File: src/rtl/tx_launch_pkg.sv
package tx_launch_pkg;
  typedef enum logic [2:0] {
    ST_IDLE,
    ST_WAIT_GAP,
    ST_TRANSMIT,
    ST_COLLIDED,
    ST_BACKOFF,
    ST_DONE,
    ST_ABORT
  } txc_state_t;
endpackage

File: src/rtl/tx_gap_timer.sv
// Counts bit-time strobes up to the gap length and holds there.
module tx_gap_timer #(
  parameter int GAP_BITS = 64
) (
  input  logic clk,
  input  logic rst,
  input  logic clear,
  input  logic count_en,
  output logic expired
);
  localparam int GW = $clog2(GAP_BITS + 1);
  localparam logic [GW-1:0] GAP_END = GW'(GAP_BITS);

  logic [GW-1:0] gap_cnt;

  always_ff @(posedge clk) begin
    if (rst || clear) begin
      gap_cnt <= '0;
    end else if (count_en && gap_cnt != GAP_END) begin
      gap_cnt <= gap_cnt + 1'b1;
    end
  end

  assign expired = (gap_cnt == GAP_END);
endmodule

File: src/rtl/tx_slot_timer.sv
// Post-collision wait: a loaded number of slots, each SLOT_BITS strobes long.
module tx_slot_timer #(
  parameter int SLOT_BITS = 512,
  parameter int SLOT_W    = 4
) (
  input  logic              clk,
  input  logic              rst,
  input  logic              load,
  input  logic [SLOT_W-1:0] slots_in,
  input  logic              bit_en,
  output logic              finished
);
  localparam int BW = $clog2(SLOT_BITS);
  localparam logic [BW-1:0] BIT_LAST = BW'(SLOT_BITS - 1);

  logic [SLOT_W-1:0] slots_left;
  logic [BW-1:0]     bit_cnt;

  always_ff @(posedge clk) begin
    if (rst) begin
      slots_left <= '0;
      bit_cnt    <= '0;
    end else if (load) begin
      slots_left <= slots_in;
      bit_cnt    <= '0;
    end else if (slots_left != '0 && bit_en) begin
      if (bit_cnt == BIT_LAST) begin
        bit_cnt    <= '0;
        slots_left <= slots_left - 1'b1;
      end else begin
        bit_cnt <= bit_cnt + 1'b1;
      end
    end
  end

  assign finished = (slots_left == '0);
endmodule

File: src/rtl/tx_retry_counter.sv
// Collision counter for the current frame, with limit detect.
module tx_retry_counter #(
  parameter int CNT_W     = 4,
  parameter int MAX_RETRY = 15
) (
  input  logic             clk,
  input  logic             rst,
  input  logic             clear,
  input  logic             bump,
  input  logic             wipe,
  output logic [CNT_W-1:0] count,
  output logic             at_limit
);
  localparam logic [CNT_W-1:0] LIMIT = CNT_W'(MAX_RETRY);

  always_ff @(posedge clk) begin
    if (rst || clear || wipe) begin
      count <= '0;
    end else if (bump) begin
      count <= count + 1'b1;
    end
  end

  assign at_limit = (count == LIMIT);
endmodule

File: src/rtl/tx_launch_ctrl.sv
module tx_launch_ctrl
  import tx_launch_pkg::*;
#(
  parameter int FIFO_W    = 6,
  parameter int SLOT_W    = 4,
  parameter int CNT_W     = 4,
  parameter int GAP_BITS  = 64,
  parameter int SLOT_BITS = 512,
  parameter int MAX_RETRY = 15
) (
  input  logic              clk,
  input  logic              rst,
  input  logic              bit_en,
  input  logic              tx_req,
  input  logic [FIFO_W-1:0] fifo_count,
  input  logic              carrier_in,
  input  logic              collision_in,
  input  logic              tx_last,
  input  logic [SLOT_W-1:0] backoff_slots,
  output logic              tx_en,
  output logic              fifo_flush,
  output logic              dma_restore,
  output logic              rx_yield,
  output logic              col_seen,
  output logic              abort_flag,
  output logic [CNT_W-1:0]  col_count,
  output logic              done_pulse,
  output logic              abort_pulse
);
  txc_state_t st_q, st_n;

  logic fifo_has_data, defer, gap_expired, slot_done, at_limit;
  logic accept_req, bump, wipe;

  assign fifo_has_data = (fifo_count != '0);
  assign defer         = (st_q == ST_WAIT_GAP) && carrier_in && !fifo_has_data;
  assign accept_req    = (st_q == ST_IDLE) && tx_req;

  tx_gap_timer #(.GAP_BITS(GAP_BITS)) u_gap (
    .clk      (clk),
    .rst      (rst),
    .clear    ((st_q != ST_WAIT_GAP) || defer),
    .count_en (bit_en),
    .expired  (gap_expired)
  );

  tx_slot_timer #(.SLOT_BITS(SLOT_BITS), .SLOT_W(SLOT_W)) u_slot (
    .clk      (clk),
    .rst      (rst),
    .load     (st_q == ST_COLLIDED),
    .slots_in (backoff_slots),
    .bit_en   (bit_en),
    .finished (slot_done)
  );

  always_comb begin
    st_n = st_q;
    unique case (st_q)
      ST_IDLE:     if (tx_req) st_n = ST_WAIT_GAP;
      ST_WAIT_GAP: if (gap_expired && fifo_has_data) st_n = ST_TRANSMIT;
      ST_TRANSMIT: begin
        if (collision_in)  st_n = at_limit ? ST_ABORT : ST_COLLIDED;
        else if (tx_last)  st_n = ST_DONE;
      end
      ST_COLLIDED: st_n = ST_BACKOFF;
      ST_BACKOFF:  if (slot_done) st_n = ST_WAIT_GAP;
      ST_DONE:     st_n = ST_IDLE;
      ST_ABORT:    st_n = ST_IDLE;
      default:     st_n = ST_IDLE;
    endcase
  end

  assign bump = (st_q == ST_TRANSMIT) && (st_n == ST_COLLIDED);
  assign wipe = (st_q == ST_TRANSMIT) && (st_n == ST_ABORT);

  tx_retry_counter #(.CNT_W(CNT_W), .MAX_RETRY(MAX_RETRY)) u_retry (
    .clk      (clk),
    .rst      (rst),
    .clear    (accept_req),
    .bump     (bump),
    .wipe     (wipe),
    .count    (col_count),
    .at_limit (at_limit)
  );

  always_ff @(posedge clk) begin
    if (rst) begin
      st_q        <= ST_IDLE;
      tx_en       <= 1'b0;
      fifo_flush  <= 1'b0;
      dma_restore <= 1'b0;
      rx_yield    <= 1'b0;
      col_seen    <= 1'b0;
      abort_flag  <= 1'b0;
      done_pulse  <= 1'b0;
      abort_pulse <= 1'b0;
    end else begin
      st_q        <= st_n;
      tx_en       <= (st_n == ST_TRANSMIT);
      fifo_flush  <= (st_n == ST_COLLIDED) || (st_n == ST_ABORT);
      dma_restore <= (st_n == ST_COLLIDED);
      rx_yield    <= defer;
      done_pulse  <= (st_n == ST_DONE);
      abort_pulse <= (st_n == ST_ABORT);
      if (accept_req)     col_seen <= 1'b0;
      else if (bump || wipe) col_seen <= 1'b1;
      if (accept_req)     abort_flag <= 1'b0;
      else if (wipe)      abort_flag <= 1'b1;
    end
  end
endmodule

File: config.mk
export PLATFORM = sky130hd
export DESIGN_NAME = tx_launch_ctrl
export DESIGN_NICKNAME = d
export VERILOG_FILES = /design/src/rtl/tx_launch_pkg.sv /design/src/rtl/tx_gap_timer.sv /design/src/rtl/tx_slot_timer.sv /design/src/rtl/tx_retry_counter.sv /design/src/rtl/tx_launch_ctrl.sv
export SDC_FILE = /design/constraint.sdc
export NUM_CORES = 1
export LEC_CHECK = 0
export ABC_CLOCK_PERIOD_IN_PS = 3600
export BUFFER_PORTS_ARGS = -buffer_cell sky130_fd_sc_hd__buf_2
export CORE_ASPECT_RATIO = 1.25
export CORE_MARGIN = 4
export CORE_UTILIZATION = 50
export CTS_BUF_LIST = sky130_fd_sc_hd__clkbuf_4
export DETAILED_ROUTE_END_ITERATION = 10
export PLACE_DENSITY_LB_ADDON = 0.05
export SLEW_MARGIN = 10
export SYNTH_ARGS = -nofsm -noshare
export SYNTH_HDL_FRONTEND = slang
export SYNTH_HIERARCHICAL = 1
export SYNTH_SLANG_ARGS = --single-unit
File: constraint.sdc
create_clock -name clk -period 3.6 [get_ports clk]
set_input_delay 0.18 -clock clk [delete_from_list [all_inputs] [get_ports clk]]
set_output_delay 0.18 -clock clk [all_outputs]
set_load 0.05 [all_outputs]
### After elaboration in Yosys (flattened, before gate mapping)

Cells that the tools add are included.

| storage, ports and cells | value |
|---|---|
| flip-flop bits (word level) | 35 |
| input bits | 17 |
| output and inout port bits | 12 |
| logic and storage cells | 65 |

| operators by class | value |
|---|---|
| $add $sub $neg | 4 |
| equality and inequality tests | 13 |
| muxes and demuxes | 11 |
| reductions and logical operators | 24 |

Operators with widths:

| kind | number |
|---|---|
| 3-bit two-way mux | 6 |
| 3-bit one-hot mux with 5 select lines | 1 |
| 3-bit by 2-bit == test with 1-bit output, second input constant | 4 |
| 4-bit two-way mux | 3 |
| 9-bit by 1-bit adder with 9-bit output, second input constant | 1 |
| 3-bit == test, second input constant | 3 |
| 9-bit == test, second input constant | 1 |
| 9-bit two-way mux | 1 |
| 1-bit logical AND | 8 |
| 7-bit by 1-bit adder with 7-bit output, second input constant | 1 |
| 7-bit == test, second input constant | 1 |
| 7-bit != test, second input constant | 1 |
| 1-bit logical OR | 6 |
| 6-bit nonzero test | 1 |
| 4-bit by 1-bit adder with 4-bit output, second input constant | 1 |
| 4-bit == test, second input constant | 1 |
| 4-bit zero test | 1 |
| 2-bit nonzero test | 2 |
| 4-bit nonzero test | 1 |
| 2-bit OR reduction | 2 |
| 4-bit by 1-bit subtractor with 4-bit output, second input constant | 1 |
| 3-bit by 1-bit == test with 1-bit output, second input constant | 1 |
| 3-bit zero test | 1 |
| 3-bit by 1-bit != test with 1-bit output, second input constant | 1 |
| 2 further kinds | 2 |

### Logic depth before layout (Yosys ltp)

| logic depth | value |
|---|---|
| depth after elaboration | 7 |
| gate-level depth with buffers | 9 |
| mapped depth without buffers | 9 |

### Cells and area by module

Netlist, hierarchy kept.

By module, submodules not included:

| module | times used | cells an instance | area each (um^2) | seq. area each (um^2) |
|---|---|---|---|---|
| tx_slot_timer | 1 | 89 | 718.2 | 260.2 |
| tx_launch_ctrl | 1 | 58 | 539.3 | 220.2 |
| tx_gap_timer | 1 | 42 | 351.6 | 140.1 |
| tx_retry_counter | 1 | 18 | 191.4 | 80.1 |

### Worst setup path before layout

No wires, ideal clock.

| timing | value |
|---|---|
| path type | register -> register |
| start | register u_retry.count[0] |
| end | register fifo_flush |
| library setup time | 0.103 ns |
| arrival time | 1.979 ns |
| data required time | 3.497 ns |
| setup slack | 1.517 ns |
| stages on the path, launching flop included | 7 |
| path buffers | 0 |
| clock period less this slack | 2.083 ns |
| cells stage by stage | dfxtp_1 ha_1 and3_1 a21o_1 a221oi_1 nor2_1 a2111oi_2 |

| on the way | value |
|---|---|
| word-level cells in the longest chain between the ends | 6 |
| elaborated cells between the ends (all ways) | 7 |
| those cells by class | eq/ne (3); mux (3); reduce/logical (1) |

RTL lines:

| item | line | source |
|---|---|---|
| start, declared | tx_retry_counter.sv:11 | `output logic [CNT_W-1:0] count,` |
| start signal, assigned | tx_retry_counter.sv:20 | `count <= count + 1'b1;` |
| 4-bit == test * | tx_retry_counter.sv:24 | `assign at_limit = (count == LIMIT);` |
| named net at_limit | tx_launch_ctrl.sv:32 | `logic fifo_has_data, defer, gap_expired, slot_done, at_limit;` |
| 3-bit two-way mux * (2 in a row) | tx_launch_ctrl.sv:62 | `if (collision_in) st_n = at_limit ? ST_ABORT : ST_COLLIDED;` |
| 3-bit one-hot mux with 5 select lines * | tx_launch_ctrl.sv:58 | `unique case (st_q)` |
| 3-bit by 2-bit == test with 1-bit output or 3-bit == test (tied branches) | tx_launch_ctrl.sv:100 | `fifo_flush <= (st_n == ST_COLLIDED) \|\| (st_n == ST_ABORT);` |
| 1-bit logical OR * | tx_launch_ctrl.sv:100 |  |
| end signal, assigned | tx_launch_ctrl.sv:100 |  |
| end, declared | tx_launch_ctrl.sv:21 | `output logic fifo_flush,` |

Mark *: on every way through the listed nets, which the timed path passes. The rest lies on a longest branch.
A chain may end at the register's enable or synchronous reset.

### Worst setup path in the final report

| timing | value |
|---|---|
| start | register u_slot.slots_left[0] |
| end | register fifo_flush |

| on the way | value |
|---|---|
| word-level cells in the longest chain between the ends | 5 |
| elaborated cells between the ends (all ways) | 6 |
| those cells by class | eq/ne (2); mux (2); reduce/logical (2) |

RTL lines:

| item | line | source |
|---|---|---|
| start, declared | tx_slot_timer.sv:16 | `logic [SLOT_W-1:0] slots_left;` |
| start signal, assigned | tx_slot_timer.sv:24 | `slots_left <= slots_in;` |
| start signal, assigned | tx_slot_timer.sv:29 | `slots_left <= slots_left - 1'b1;` |
| 4-bit zero test * | tx_slot_timer.sv:36 | `assign finished = (slots_left == '0);` |
| named net slot_done | tx_launch_ctrl.sv:32 |  |
| 3-bit two-way mux * | tx_launch_ctrl.sv:66 | `ST_BACKOFF: if (slot_done) st_n = ST_WAIT_GAP;` |
| 3-bit one-hot mux with 5 select lines * | tx_launch_ctrl.sv:58 |  |
| 3-bit by 2-bit == test with 1-bit output or 3-bit == test (tied branches) | tx_launch_ctrl.sv:100 |  |
| 1-bit logical OR * | tx_launch_ctrl.sv:100 |  |

Marks and branches as above.

==> results.sh <==
export IMPL_die_width_um=61.7
export IMPL_worstSkewPairLatency_ns=0.33
export IMPL_crit_family="compound AO/OA/AOI/OAI gates"
export IMPL_cts_tree="yes"
export IMPL_antenna_found_initial=0
export IMPL_io_buffers=28
export IMPL_synth_cells=207
export IMPL_cts_path_max_buffers=2
export IMPL_firstDrtPassIters=4
export IMPL_first_global_vias=1492
export IMPL_gp_congestion=0.867
export IMPL_ioPinCount=29
export IMPL_tns_ns=0
export IMPL_status="complete, no violations"
export IMPL_reg2regPathDepth=7
export IMPL_synth_seq_cells=35
export IMPL_yosysSeqAreaShare=0.389
export IMPL_vias_per_cell=5.66
export IMPL_std_cell_rows=24
export IMPL_clock_skew_ns=0.00509
export IMPL_die_area_mm2=0.00463
export IMPL_diodes=0
export IMPL_finalCriticalPeriod_ns=2.22
export IMPL_maxCapViolations=0
export IMPL_maxSlewViolCount=0
export IMPL_worstReg2RegStart="u_slot/slots_left[0]"
export IMPL_dp_cells=270
export IMPL_crit_type="reg2reg"
export IMPL_die_h_um=75.1
export IMPL_endpoint="fifo_flush"
export IMPL_wl_per_cell_um=12.9
export IMPL_worstSetupPathDepth=7
export IMPL_hold_viol_final=0
export IMPL_cts_inserted_buffers=5
export IMPL_yosysWarnings=6
export IMPL_hpwl_um=2730
export IMPL_cts_hold_buffers=0
export IMPL_dr_first_iter_drc_count=89
export IMPL_power_density_mw_per_mm2=316
export IMPL_synth_edf_count=0
export IMPL_slowest_delay_ns=0.63
export IMPL_grt_overflow=0
export IMPL_synth_area_mm2=0.00180
export IMPL_slew_headroom=0.563
export IMPL_clock_sinks=35
export IMPL_track_usage=0.173
export IMPL_crit_arrival_ns=2.45
export IMPL_path_cells="inv_1, ha_1, nor3b_2, nor3_1, a221oi_1, nor2_1, a2111oi_2"
export IMPL_hp_start="backoff_slots[1]"
export IMPL_hold_class="in2reg"
export IMPL_reg2reg_to="fifo_flush"
export IMPL_drive_gt1_frac=0.197
export IMPL_ant_nets=0
export IMPL_grt_max_degree=16
export IMPL_stdcell_count=278
export IMPL_path_max_fanout=7
export IMPL_required_ns=3.83
export IMPL_synth_cell_type_count=51
export IMPL_seqCellArea_um2=701
export IMPL_async_reset_ff_frac=0
export IMPL_drc=0
export IMPL_core_mm2=0.00348
export IMPL_max_freq_ghz=0.450
export IMPL_cts_setup_buffers=0
export IMPL_cpMaxStageDelayCell="a221oi_1"
export IMPL_multi_input_area_mm2=0.00104
export IMPL_min_period_over_period=0.617
export IMPL_tightest_slew_ns=0.656
export IMPL_htree_num_levels=2
export IMPL_setup_viol=0
export IMPL_wl_um=3590
export IMPL_r2r_slack_ns=1.38
export IMPL_area_growth_synth_to_final_pct=12.0
export IMPL_initial_core_util=0.517
export IMPL_clkSlewWorstSetupHoldPaths_ns=0.10
export IMPL_critical_path_buf_inv_count=1
export IMPL_vias=1574
export IMPL_ys_flop_type="dfxtp_1"
export IMPL_crit_start="u_slot/slots_left[0]"
export IMPL_rsz0062_at_grt="no"
export IMPL_vdd_ir_drop_worst_v=0.000272
export IMPL_nFillCells=323
export IMPL_grt_first_pass_wirelength_um=6130
export IMPL_p_leak_nw=0.791
export IMPL_fin_nets=262
export IMPL_syn_area_per_cell_um2=8.70
export IMPL_cp_end_kind="flip-flop"
export IMPL_root_buffer="clkbuf_4"
export IMPL_synthesis_nets=231
export IMPL_cts_resized=0
export IMPL_start_kind="flip-flop"
## synthesized netlist by cell type (all sizes together) (4+ instances only)
cell type / n / share of area
nor2: 25 / 0.052
o21ai: 8 / 0.022
and3: 4 / 0.014
nand4: 6 / 0.021
inv: 8 / 0.017
a21oi: 17 / 0.047
nor3: 6 / 0.017
or3: 4 / 0.017
and2: 5 / 0.019
nand2: 19 / 0.040
dfxtp: 35 / 0.39
mux2i: 5 / 0.028
ha: 7 / 0.049
nor3b: 6 / 0.031
## per-layer routing
layer	wire [um]	up-vias	GRT usage	part of all wire
li1	-	812	-	-
met1	1530	731	0.186	0.43
met2	1860	25	0.308	0.52
met3	143	6	0.0549	0.040
met4	45	0	0.0637	0.013
met5	0	-	0	0
## power breakdown
part           internal (mW)  total (mW)  switching [mW]
sequential             0.388       0.391         0.00224
combinational         0.0201      0.0442          0.0241
clock                 0.0799       0.203           0.123
total                  0.488       0.638           0.149
## registers in the layout, indices dropped and copies added (netlist names)
register and count:
abort_flag 1, abort_pulse 1, col_seen 1, dma_restore 1
done_pulse 1, fifo_flush 1, rx_yield 1, st_q 3
tx_en 1, u_gap/gap_cnt 7, u_retry/count 4, u_slot/bit_cnt 9
u_slot/slots_left 4
## cell type report
class                           count  area share
Inverter                            8      0.0149
Sequential cell                    35       0.348
Tap cell                           39      0.0242
Multi-Input combinational cell    160       0.518
Clock inverter                      2     0.00372
Timing Repair Buffer               28      0.0695
Clock buffer                        6      0.0223
## through the flow
step	util	hold slack (ns)	area [um^2]	worst slack [ns]	total power, mW
global route	0.579	0.0713	2020	1.16	0.674
finish	0.579	0.0754	2020	1.38	0.638
floorplan	-	0.249	1800	1.52	0.425
detailed placement	0.564	0.428	1960	1.42	0.444
global placement	0.564	0.424	1960	1.49	0.443
CTS	0.579	0.0623	2020	1.39	0.647
## worst register-to-register path: cells and delay by family (launching register included)
kind            cells  cell delay, ns
compound gates      2            0.97
simple gates        3            0.58
flops               1            0.35
fa+ha+maj           1            0.15
buf+inv             1            0.06
## cell families after synthesis
family | Yosys count | synth area share
flip-flops | 35 | 0.389
buffers and inverters | 12 | 0.0313
AND/OR/NAND/NOR | 102 | 0.324
multiplexers | 6 | 0.0341
adder cells (fa/ha/maj) | 7 | 0.0486
AO/OA/AOI/OAI | 41 | 0.154
XOR/XNOR | 4 | 0.0195
## worst min path at each step
| stage | endpoint | cells after the start |
|---|---|---|
| 2_1_floorplan | u_slot/slots_left[1] | 1 |
| 3_3_place_gp | u_slot/slots_left[1] | 3 |
| 3_5_place_dp | u_slot/slots_left[1] | 3 |
| 4_1_cts | u_slot/slots_left[1] | 3 |
| 5_1_grt | u_slot/slots_left[1] | 3 |
| 6_report | u_slot/slots_left[1] | 3 |
## placed cells by master (no fill, tap or decap), drive strengths merged, types with 4 or more instances in the layout
cell,Yosys,layout
nor3,6,6
nand4,6,6
or3,4,4
buf,3,28
inv,8,8
mux2i,5,5
and2,5,5
nor3b,6,6
nor2,25,25
nand2,19,19
clkbuf,1,6
o21ai,8,8
a21oi,17,17
dfxtp,35,35
ha,7,7
and3,4,4
No activity file was read; power rests on OpenSTA's default activity.
